==> config.mk <==
export PLATFORM = sky130hd
export DESIGN_NAME = fifo_uart
export DESIGN_NICKNAME = d
export VERILOG_FILES = /design/src/rtl/fifo_uart.sv
export SDC_FILE = /design/constraint.sdc
export NUM_CORES = 1
export LEC_CHECK = 0
export BUFFER_PORTS_ARGS = -buffer_cell sky130_fd_sc_hd__buf_2
export CAP_MARGIN = 30
export CORE_MARGIN = 2
export CORE_UTILIZATION = 65
export CTS_BUF_LIST = sky130_fd_sc_hd__clkbuf_8
export DETAILED_ROUTE_END_ITERATION = 10
export PLACE_DENSITY = 0.92
export RECOVER_POWER = 100
export SYNTH_ARGS = -nofsm -noshare
export SYNTH_HDL_FRONTEND = slang
export SYNTH_SLANG_ARGS = --single-unit
==> constraint.sdc <==
create_clock -name clk -period 4.3 [get_ports clk]
set_input_delay 0.215 -clock clk [delete_from_list [all_inputs] [get_ports clk]]
set_output_delay 0.215 -clock clk [all_outputs]
set_load 0.01 [all_outputs]
==> src/rtl/fifo_uart.sv <==
module fifo_uart #(
  parameter int DEPTH = 16
) (
  input  logic       clk,
  input  logic       rst_n,
  input  logic [4:0] bus_addr,
  input  logic       bus_wr,
  input  logic       bus_rd,
  input  logic [7:0] bus_wdata,
  output logic [7:0] bus_rdata,
  input  logic       rxd,
  output logic       txd,
  output logic       rx_irq,
  output logic       tx_irq
);
  localparam int AW = $clog2(DEPTH);
  localparam int CW = AW + 1;
  localparam logic [2:0] A_DATA = 3'd0, A_RSTAT = 3'd1, A_LCRH = 3'd2, A_LCRM = 3'd3,
                         A_LCRL = 3'd4, A_CTRL = 3'd5, A_FLAG = 3'd6;

  typedef enum logic [2:0] {S_IDLE, S_START, S_DATA, S_PAR, S_STOP, S_HOLD} st_t;

  logic [6:0] lcr_h;
  logic [3:0] lcr_m;
  logic [7:0] lcr_l;
  logic       en;

  logic       hit;
  logic [2:0] sel;
  assign hit = bus_addr[1:0] == 2'b00;
  assign sel = bus_addr[4:2];

  logic       brk, par_en, par_even, stop2, fifo_en;
  logic [3:0] nbits;
  logic [7:0] dmask;
  logic [11:0] div;
  logic [CW-1:0] cap;
  assign brk      = lcr_h[0];
  assign par_en   = lcr_h[1];
  assign par_even = lcr_h[2];
  assign stop2    = lcr_h[3];
  assign fifo_en  = lcr_h[4];
  assign nbits    = 4'd5 + {2'b00, lcr_h[6:5]};
  assign dmask    = 8'hFF >> (4'd8 - nbits);
  assign div      = {lcr_m, lcr_l};
  assign cap      = fifo_en ? CW'(DEPTH) : CW'(1);

  always_ff @(posedge clk or negedge rst_n)
    if (!rst_n) begin
      lcr_h <= '0; lcr_m <= '0; lcr_l <= '0; en <= 1'b0;
    end else if (bus_wr && hit) begin
      case (sel)
        A_LCRH:  lcr_h <= bus_wdata[6:0];
        A_LCRM:  lcr_m <= bus_wdata[3:0];
        A_LCRL:  lcr_l <= bus_wdata;
        A_CTRL:  en    <= bus_wdata[0];
        default: ;
      endcase
    end

  logic [11:0] div_cnt;
  logic        tick;
  assign tick = en && div_cnt == div;

  always_ff @(posedge clk or negedge rst_n)
    if (!rst_n) div_cnt <= '0;
    else if (!en || tick) div_cnt <= '0;
    else div_cnt <= div_cnt + 12'd1;


  tick_gap_chk: assert property (@(posedge clk) disable iff (!rst_n)
    (tick && div != 12'd0) |=> !tick);

  // transmit FIFO
  logic [7:0]    tx_mem [DEPTH];
  logic [AW-1:0] tx_wp, tx_rp;
  logic [CW-1:0] tx_cnt;
  logic          tx_full, tx_push, tx_take;
  st_t           tx_st;
  assign tx_full = tx_cnt >= cap;
  assign tx_push = bus_wr && hit && sel == A_DATA && !tx_full;
  assign tx_take = tick && tx_st == S_IDLE && tx_cnt != '0;

  always_ff @(posedge clk or negedge rst_n)
    if (!rst_n) begin
      tx_wp <= '0; tx_rp <= '0; tx_cnt <= '0;
    end else begin
      if (tx_push) begin
        tx_mem[tx_wp] <= bus_wdata;
        tx_wp <= tx_wp + 1'b1;
      end
      if (tx_take) tx_rp <= tx_rp + 1'b1;
      tx_cnt <= tx_cnt + CW'(tx_push) - CW'(tx_take);
    end


  tx_cnt_bound_chk: assert property (@(posedge clk) disable iff (!rst_n)
    tx_cnt <= CW'(DEPTH));

  // transmitter
  logic [3:0] tx_sub, tx_bit;
  logic [7:0] tx_sh;
  logic       tx_par, tx_line, tx_second;

  always_ff @(posedge clk or negedge rst_n)
    if (!rst_n) begin
      tx_st <= S_IDLE; tx_sub <= '0; tx_bit <= '0; tx_sh <= '0;
      tx_par <= 1'b0; tx_line <= 1'b1; tx_second <= 1'b0;
    end else if (!en) begin
      tx_st <= S_IDLE; tx_line <= 1'b1;
    end else if (tick) begin
      if (tx_st == S_IDLE) begin
        if (tx_cnt != '0) begin
          tx_sh   <= tx_mem[tx_rp];
          tx_par  <= ^(tx_mem[tx_rp] & dmask) ^ ~par_even;
          tx_st   <= S_START;
          tx_sub  <= '0;
          tx_line <= 1'b0;
        end
      end else begin
        tx_sub <= tx_sub + 4'd1;
        if (tx_sub == 4'd15)
          case (tx_st)
            S_START: begin
              tx_st <= S_DATA; tx_bit <= '0; tx_line <= tx_sh[0];
            end
            S_DATA:
              if (tx_bit == nbits - 4'd1) begin
                if (par_en) begin
                  tx_st <= S_PAR; tx_line <= tx_par;
                end else begin
                  tx_st <= S_STOP; tx_line <= 1'b1; tx_second <= stop2;
                end
              end else begin
                tx_bit <= tx_bit + 4'd1;
                tx_sh <= tx_sh >> 1;
                tx_line <= tx_sh[1];
              end
            S_PAR: begin
              tx_st <= S_STOP; tx_line <= 1'b1; tx_second <= stop2;
            end
            S_STOP:
              if (tx_second) tx_second <= 1'b0;
              else tx_st <= S_IDLE;
            default: tx_st <= S_IDLE;
          endcase
      end
    end

  assign txd = brk ? 1'b0 : tx_line;


  tx_hold_chk: assert property (@(posedge clk) disable iff (!rst_n)
    !en |=> (tx_st == S_IDLE && tx_line));


  tx_idle_high_chk: assert property (@(posedge clk) disable iff (!rst_n)
    (tx_st == S_IDLE && !brk) |-> txd);

  // receiver
  logic       rx_s1, rx_s2, rx_pbit;
  st_t        rx_st;
  logic [3:0] rx_sub, rx_bit;
  logic [7:0] rx_sh, rx_word;
  logic       rx_done, rx_perr;
  assign rx_word = rx_sh >> (4'd8 - nbits);
  assign rx_done = tick && rx_st == S_STOP && rx_sub == 4'd7;
  assign rx_perr = par_en && (rx_pbit != (^rx_word ^ ~par_even));

  always_ff @(posedge clk or negedge rst_n)
    if (!rst_n) begin
      rx_s1 <= 1'b1; rx_s2 <= 1'b1; rx_st <= S_IDLE; rx_sub <= '0;
      rx_bit <= '0; rx_sh <= '0; rx_pbit <= 1'b0;
    end else begin
      rx_s1 <= rxd;
      rx_s2 <= rx_s1;
      if (!en) begin
        rx_st <= S_IDLE; rx_sub <= '0;
      end else if (rx_st == S_HOLD) begin
        if (rx_s2) rx_st <= S_IDLE;
      end else if (tick) begin
        if (rx_st == S_IDLE) begin
          if (!rx_s2) begin
            rx_st <= S_START; rx_sub <= '0;
          end
        end else begin
          rx_sub <= rx_sub + 4'd1;
          if (rx_sub == 4'd7)
            case (rx_st)
              S_START: if (rx_s2) rx_st <= S_IDLE;
              S_DATA:  rx_sh <= {rx_s2, rx_sh[7:1]};
              S_PAR:   rx_pbit <= rx_s2;
              S_STOP:  rx_st <= rx_s2 ? S_IDLE : S_HOLD;
              default: ;
            endcase
          if (rx_sub == 4'd15)
            case (rx_st)
              S_START: begin rx_st <= S_DATA; rx_bit <= '0; end
              S_DATA:
                if (rx_bit == nbits - 4'd1) rx_st <= par_en ? S_PAR : S_STOP;
                else rx_bit <= rx_bit + 4'd1;
              S_PAR:   rx_st <= S_STOP;
              default: ;
            endcase
        end
      end
    end

  // receive FIFO: {overrun, parity, framing, data}
  logic [10:0]   rx_mem [DEPTH];
  logic [AW-1:0] rx_wp, rx_rp, rx_last;
  logic [CW-1:0] rx_cnt;
  logic          rx_full, rx_push, rx_pop;
  logic [2:0]    last_stat;
  assign rx_last = rx_wp - 1'b1;
  assign rx_full = rx_cnt >= cap;
  assign rx_push = rx_done && !rx_full;
  assign rx_pop  = bus_rd && hit && sel == A_DATA && rx_cnt != '0;

  always_ff @(posedge clk or negedge rst_n)
    if (!rst_n) begin
      rx_wp <= '0; rx_rp <= '0; rx_cnt <= '0; last_stat <= '0;
    end else begin
      if (rx_push) begin
        rx_mem[rx_wp] <= {1'b0, rx_perr, ~rx_s2, rx_word};
        rx_wp <= rx_wp + 1'b1;
      end else if (rx_done && rx_cnt != '0)
        rx_mem[rx_last][10] <= 1'b1;
      if (rx_pop) begin
        rx_rp <= rx_rp + 1'b1;
        last_stat <= rx_mem[rx_rp][10:8];
      end
      rx_cnt <= rx_cnt + CW'(rx_push) - CW'(rx_pop);
    end


  rx_cnt_bound_chk: assert property (@(posedge clk) disable iff (!rst_n)
    rx_cnt <= CW'(DEPTH));


  rx_irq_drop_chk: assert property (@(posedge clk) disable iff (!rst_n)
    (rx_pop && rx_cnt == CW'(1) && !rx_done) |=> !rx_irq);

  assign rx_irq = rx_cnt != '0;
  assign tx_irq = en && !tx_full;

  logic busy;
  assign busy = tx_st != S_IDLE || tx_cnt != '0;

  always_comb begin
    bus_rdata = '0;
    if (hit)
      case (sel)
        A_DATA:  bus_rdata = rx_cnt != '0 ? rx_mem[rx_rp][7:0] : 8'h00;
        A_RSTAT: bus_rdata = {5'b0, last_stat};
        A_LCRH:  bus_rdata = {1'b0, lcr_h};
        A_LCRM:  bus_rdata = {4'b0, lcr_m};
        A_LCRL:  bus_rdata = lcr_l;
        A_CTRL:  bus_rdata = {7'b0, en};
        A_FLAG:  bus_rdata = {2'b0, tx_full, rx_cnt == '0, busy, 3'b0};
        default: bus_rdata = '0;
      endcase
  end
endmodule

==> results.tsv <==
stage	metric	value	unit
floorplan	die_w	171	um
worst_setup_path	r2r_start	div_cnt[0]	
sta	period_share	93.1	%
clocking	cts_buffers	66	
global_route	overflow	0	
logic_synthesis	synth.avg_cell_area	15.4	um2
pwr	irDropWorstVdd	0.354	mV
worst_setup_path	worst-r2r-setup-slack	300	ps
sta	setup_ws	298	ps
run_status	violations	capacitance limit, slew limit	
detailed_routing	routed_wl	45000	um
clocking	root_buffer	clkbuf_8	
job	cap_violations	1	
global_route	grt_max_degree	62	
pwr	combPwrFrac	20.1	%
place	place.detailed.hpwl	28300	um
place	io_buffers	28	
place	dp_slack	412	ps
global_route	use_met3	9.20	%
clocking	clk_latency	620	ps
worst_setup_path	r2r_end	rx_mem[10][4]	
pwr	seqPwrFrac	47.3	%
floorplan	rows	61	
pwr	p_int	6.95	mW
sta	holdWs	142	ps
sta	setup_tns	0	ps
logic_synthesis	synth_seq_area_share	64.5	%
clocking	cts_buffer_depth	3	
floorplan	core-area	0.0277	mm2
worst_setup_path	slowest_stage	nor4_4	
logic_synthesis	async_flop_share	25.7	%
global_route	use_met1	42.7	%
detailed_routing	drt_iter0_drc	1804	
logic_synthesis	yosysTopAreaCellShare	50.1	%
detailed_routing	vias	11600	
worst_setup_path	startpoint_type	register	
floorplan	io-pin-count	29	
global_route	antenna_found_initial	0	
worst_setup_path	critPathKind	register to register	
sta	slew_viol_final	10	
run_status	status	finished with violations	
logic_synthesis	syn_inst	1185	
global_route	grt_pass1_vias	11400	
worst_setup_path	r2r_cells	9	
place	gp_congestion	0.930	
worst_setup_path	path_buf_inv	2	
min_path	hold_path.startpoint	bus_rd	
pwr	pwr_density_cell	488	mW/mm2
sta	fin_worst_skew	37.9	ps
clocking	cts.sinks	409	
pwr	leakagePower	7.01	nW
global_route	top_usage_layer	met2	
detailed_routing	route.detailed.drc	0	
logic_synthesis	synth.top_cells.by_count	304 x edfxtp_1, 104 x nor2_1, 102 x dfrtp_1	
floorplan	die_area	0.0294	mm2
sta	setup_viol	0	
global_route	grt_pass1_wl	68200	um
clocking	ctsResizeCount	0	
clocking	cts_setup_buffers	0	
worst_setup_path	crit_path_end_kind	register	
floorplan	initial_core_util	65.8	%
sta	min_period	4000	ps
logic_synthesis	yosys.area.top_type	edfxtp_1	
place	placed_cells	1570	
detailed_routing	drtPass1Iterations	6	
sta	hold_viol	0	
logic_synthesis	synth.area.top_cells	edfxtp_1 50%, dfrtp_1 14%, mux4_2 11%	
logic_synthesis	synth_most_common_cell	edfxtp_1	
detailed_routing	ant_nets	0	
worst_setup_path	critPathMaxStageDelay	570	ps
clocking	cts_htree_levels	3	
logic_synthesis	yosysWarningCount	0	
worst_setup_path	crit_chain	xor2_1 -> nor4_1 -> nand4_1 -> nor4_4 -> buf_4 -> o21ai_0 -> a32oi_2 -> nor2_1 -> clkbuf_2	
clocking	clkTransAtPathRegs	70	ps
logic_synthesis	syn_area	0.0182	mm2
pwr	netSwitchingFraction	29.0	%
detailed_routing	wl_per_cell	26.5	um
sta	tightest_slew	1690	ps
sta	maxSlewHeadroom	-13.4	%
pwr	p_sw	2.84	mW
worst_setup_path	required	4640	ps
logic_synthesis	yosysUniqueCellTypes	68	
pwr	clkPwrFrac	32.6	%
cells_and_area	diodes	0	
detailed_routing	via_per_inst	6.82	
cells_and_area	drive_above_1_share	19.5	%
min_path	holdPathStages	3	
worst_setup_path	cp.arrival	4340	ps
min_path	hp-class	input port to register	
floorplan	die_h	171	um
cells_and_area	stdcell_count	1699	
logic_synthesis	yosys_most_used_dff	edfxtp_1	
global_route	grt_use_met2	48.9	%
pwr	totalPowerFinal	9.79	mW
worst_setup_path	critPathTopFamily	simple AND/OR/NAND/NOR gates	
cells_and_area	nNetsFinal	1323	
worst_setup_path	crit_fanout	33	
sta	max_freq	250	MHz
logic_synthesis	synth.ff_latch_count	409	
sta	rsz0062_at_grt	false	
min_path	hold_path_end	rx_rp[0]	
global_route	grt_use_total	32.0	%
cells_and_area	area_growth	9.98	%
logic_synthesis	syn_nets	1241	
clocking	cts_tree	built	
logic_synthesis	synth_edf_count	304	
-- power groups by stage --
stage,registers (mW),logic (mW),clock network [mW]
floorplan,4.58,1.58,0
global placement,4.68,1.85,0
detailed placement,4.70,1.94,0
CTS,4.63,1.97,3.20
global route,4.66,2.12,3.37
finish,4.63,1.97,3.19
-- worst max path at each step --
stage          slack (ps)  startpoint             to  depth (start not counted)
6_report              300  div_cnt[0]  rx_mem[10][4]                          9
2_1_floorplan         680    lcr_h[5]   rx_mem[0][9]                         11
5_1_grt                80  div_cnt[0]  rx_mem[10][9]                          9
4_1_cts               420   rx_sub[0]  rx_mem[11][0]                          7
3_3_place_gp          740  div_cnt[0]      rx_cnt[4]                         14
3_5_place_dp          410   rx_sub[0]  rx_mem[11][9]                          7
-- final cells by class --
type	count	area [um2]
Sequential cell	409	11800
Fill cell	1517	7660
Multi-Input combinational cell	677	6020
Clock buffer	73	1000
Tap cell	378	473
Timing Repair Buffer	70	368
Clock inverter	49	249
Inverter	43	161
-- flip-flops by register name, summed over array words and instances (netlist names), 4 cells and up --
| name | count |
|---|---|
| lcr_l | 8 |
| rx_cnt | 5 |
| tx_rp | 4 |
| div_cnt | 12 |
| rx_sh | 8 |
| lcr_h | 7 |
| rx_bit | 4 |
| tx_mem | 128 |
| lcr_m | 4 |
| tx_cnt | 5 |
| tx_bit | 4 |
| rx_sub | 4 |
| rx_rp | 4 |
| tx_wp | 4 |
| rx_mem | 176 |
| tx_sh | 8 |
| tx_sub | 4 |
| rx_wp | 4 |
-- worst register-to-register path, cell delays in order, from the launching register on --
cell and delay, ps:
dfrtp_1 480, xor2_1 200, nor4_1 380, nand4_1 310
nor4_4 570, buf_4 450, o21ai_0 270, a32oi_2 530
nor2_1 300, clkbuf_2 250
-- kinds of logic after synthesis --
family | count (synthesis) | synth area share, %
multiplexers | 147 | 14.9
XOR/XNOR | 65 | 3.32
buffers and inverters | 99 | 2.31
AND/OR/NAND/NOR | 312 | 8.16
flip-flops | 409 | 64.5
AO/OA/AOI/OAI | 115 | 4.09
adder cells (fa/ha/maj) | 38 | 2.69
-- stage by stage --
stage                     instance area (um2)  util, %
after floorplan                         18200        -
after global placement                  18900     68.0
after detailed placement                18900     68.1
after CTS                               20200     72.8
after global routing                    20000     72.3
final                                   20000     72.3
-- what timing repair did --
item / CTS / global route
hold endpoints to repair: 64 / 0
hold buffers: 3 / 0
setup endpoints to repair: 0 / 0
-- placed cells by master, fill, tap and decap left out, types with 10 or more instances in the layout --
cell type  netlist  layout
o21ai_0         32      34
clkbuf_8         0      73
nor2_1         104     104
xnor2_1         35      35
edfxtp_1       304     304
mux2i_1         20      20
inv_1           43      62
clkbuf_1        33      34
xor2_1          27      27
nor2b_1         17      17
nand3_1         26      26
nand2b_1        13      13
clkbuf_2         0      13
mux4_2          91      91
a21oi_1         32      32
mux2_2          32      29
a22oi_1         16      16
buf_2           12      10
nor3_1          18      18
dfrtp_1        102     100
ha_1            36      36
clkinv_1         0      15
nand2_1         80      80
-- layer usage --
metal	vias up	part of all wire, %
met3	238	13
met4	0	5.9
met5	-	0
met1	5647	34
met2	1023	47
li1	4671	-
Note: power is estimated with default switching activity, not from simulation.
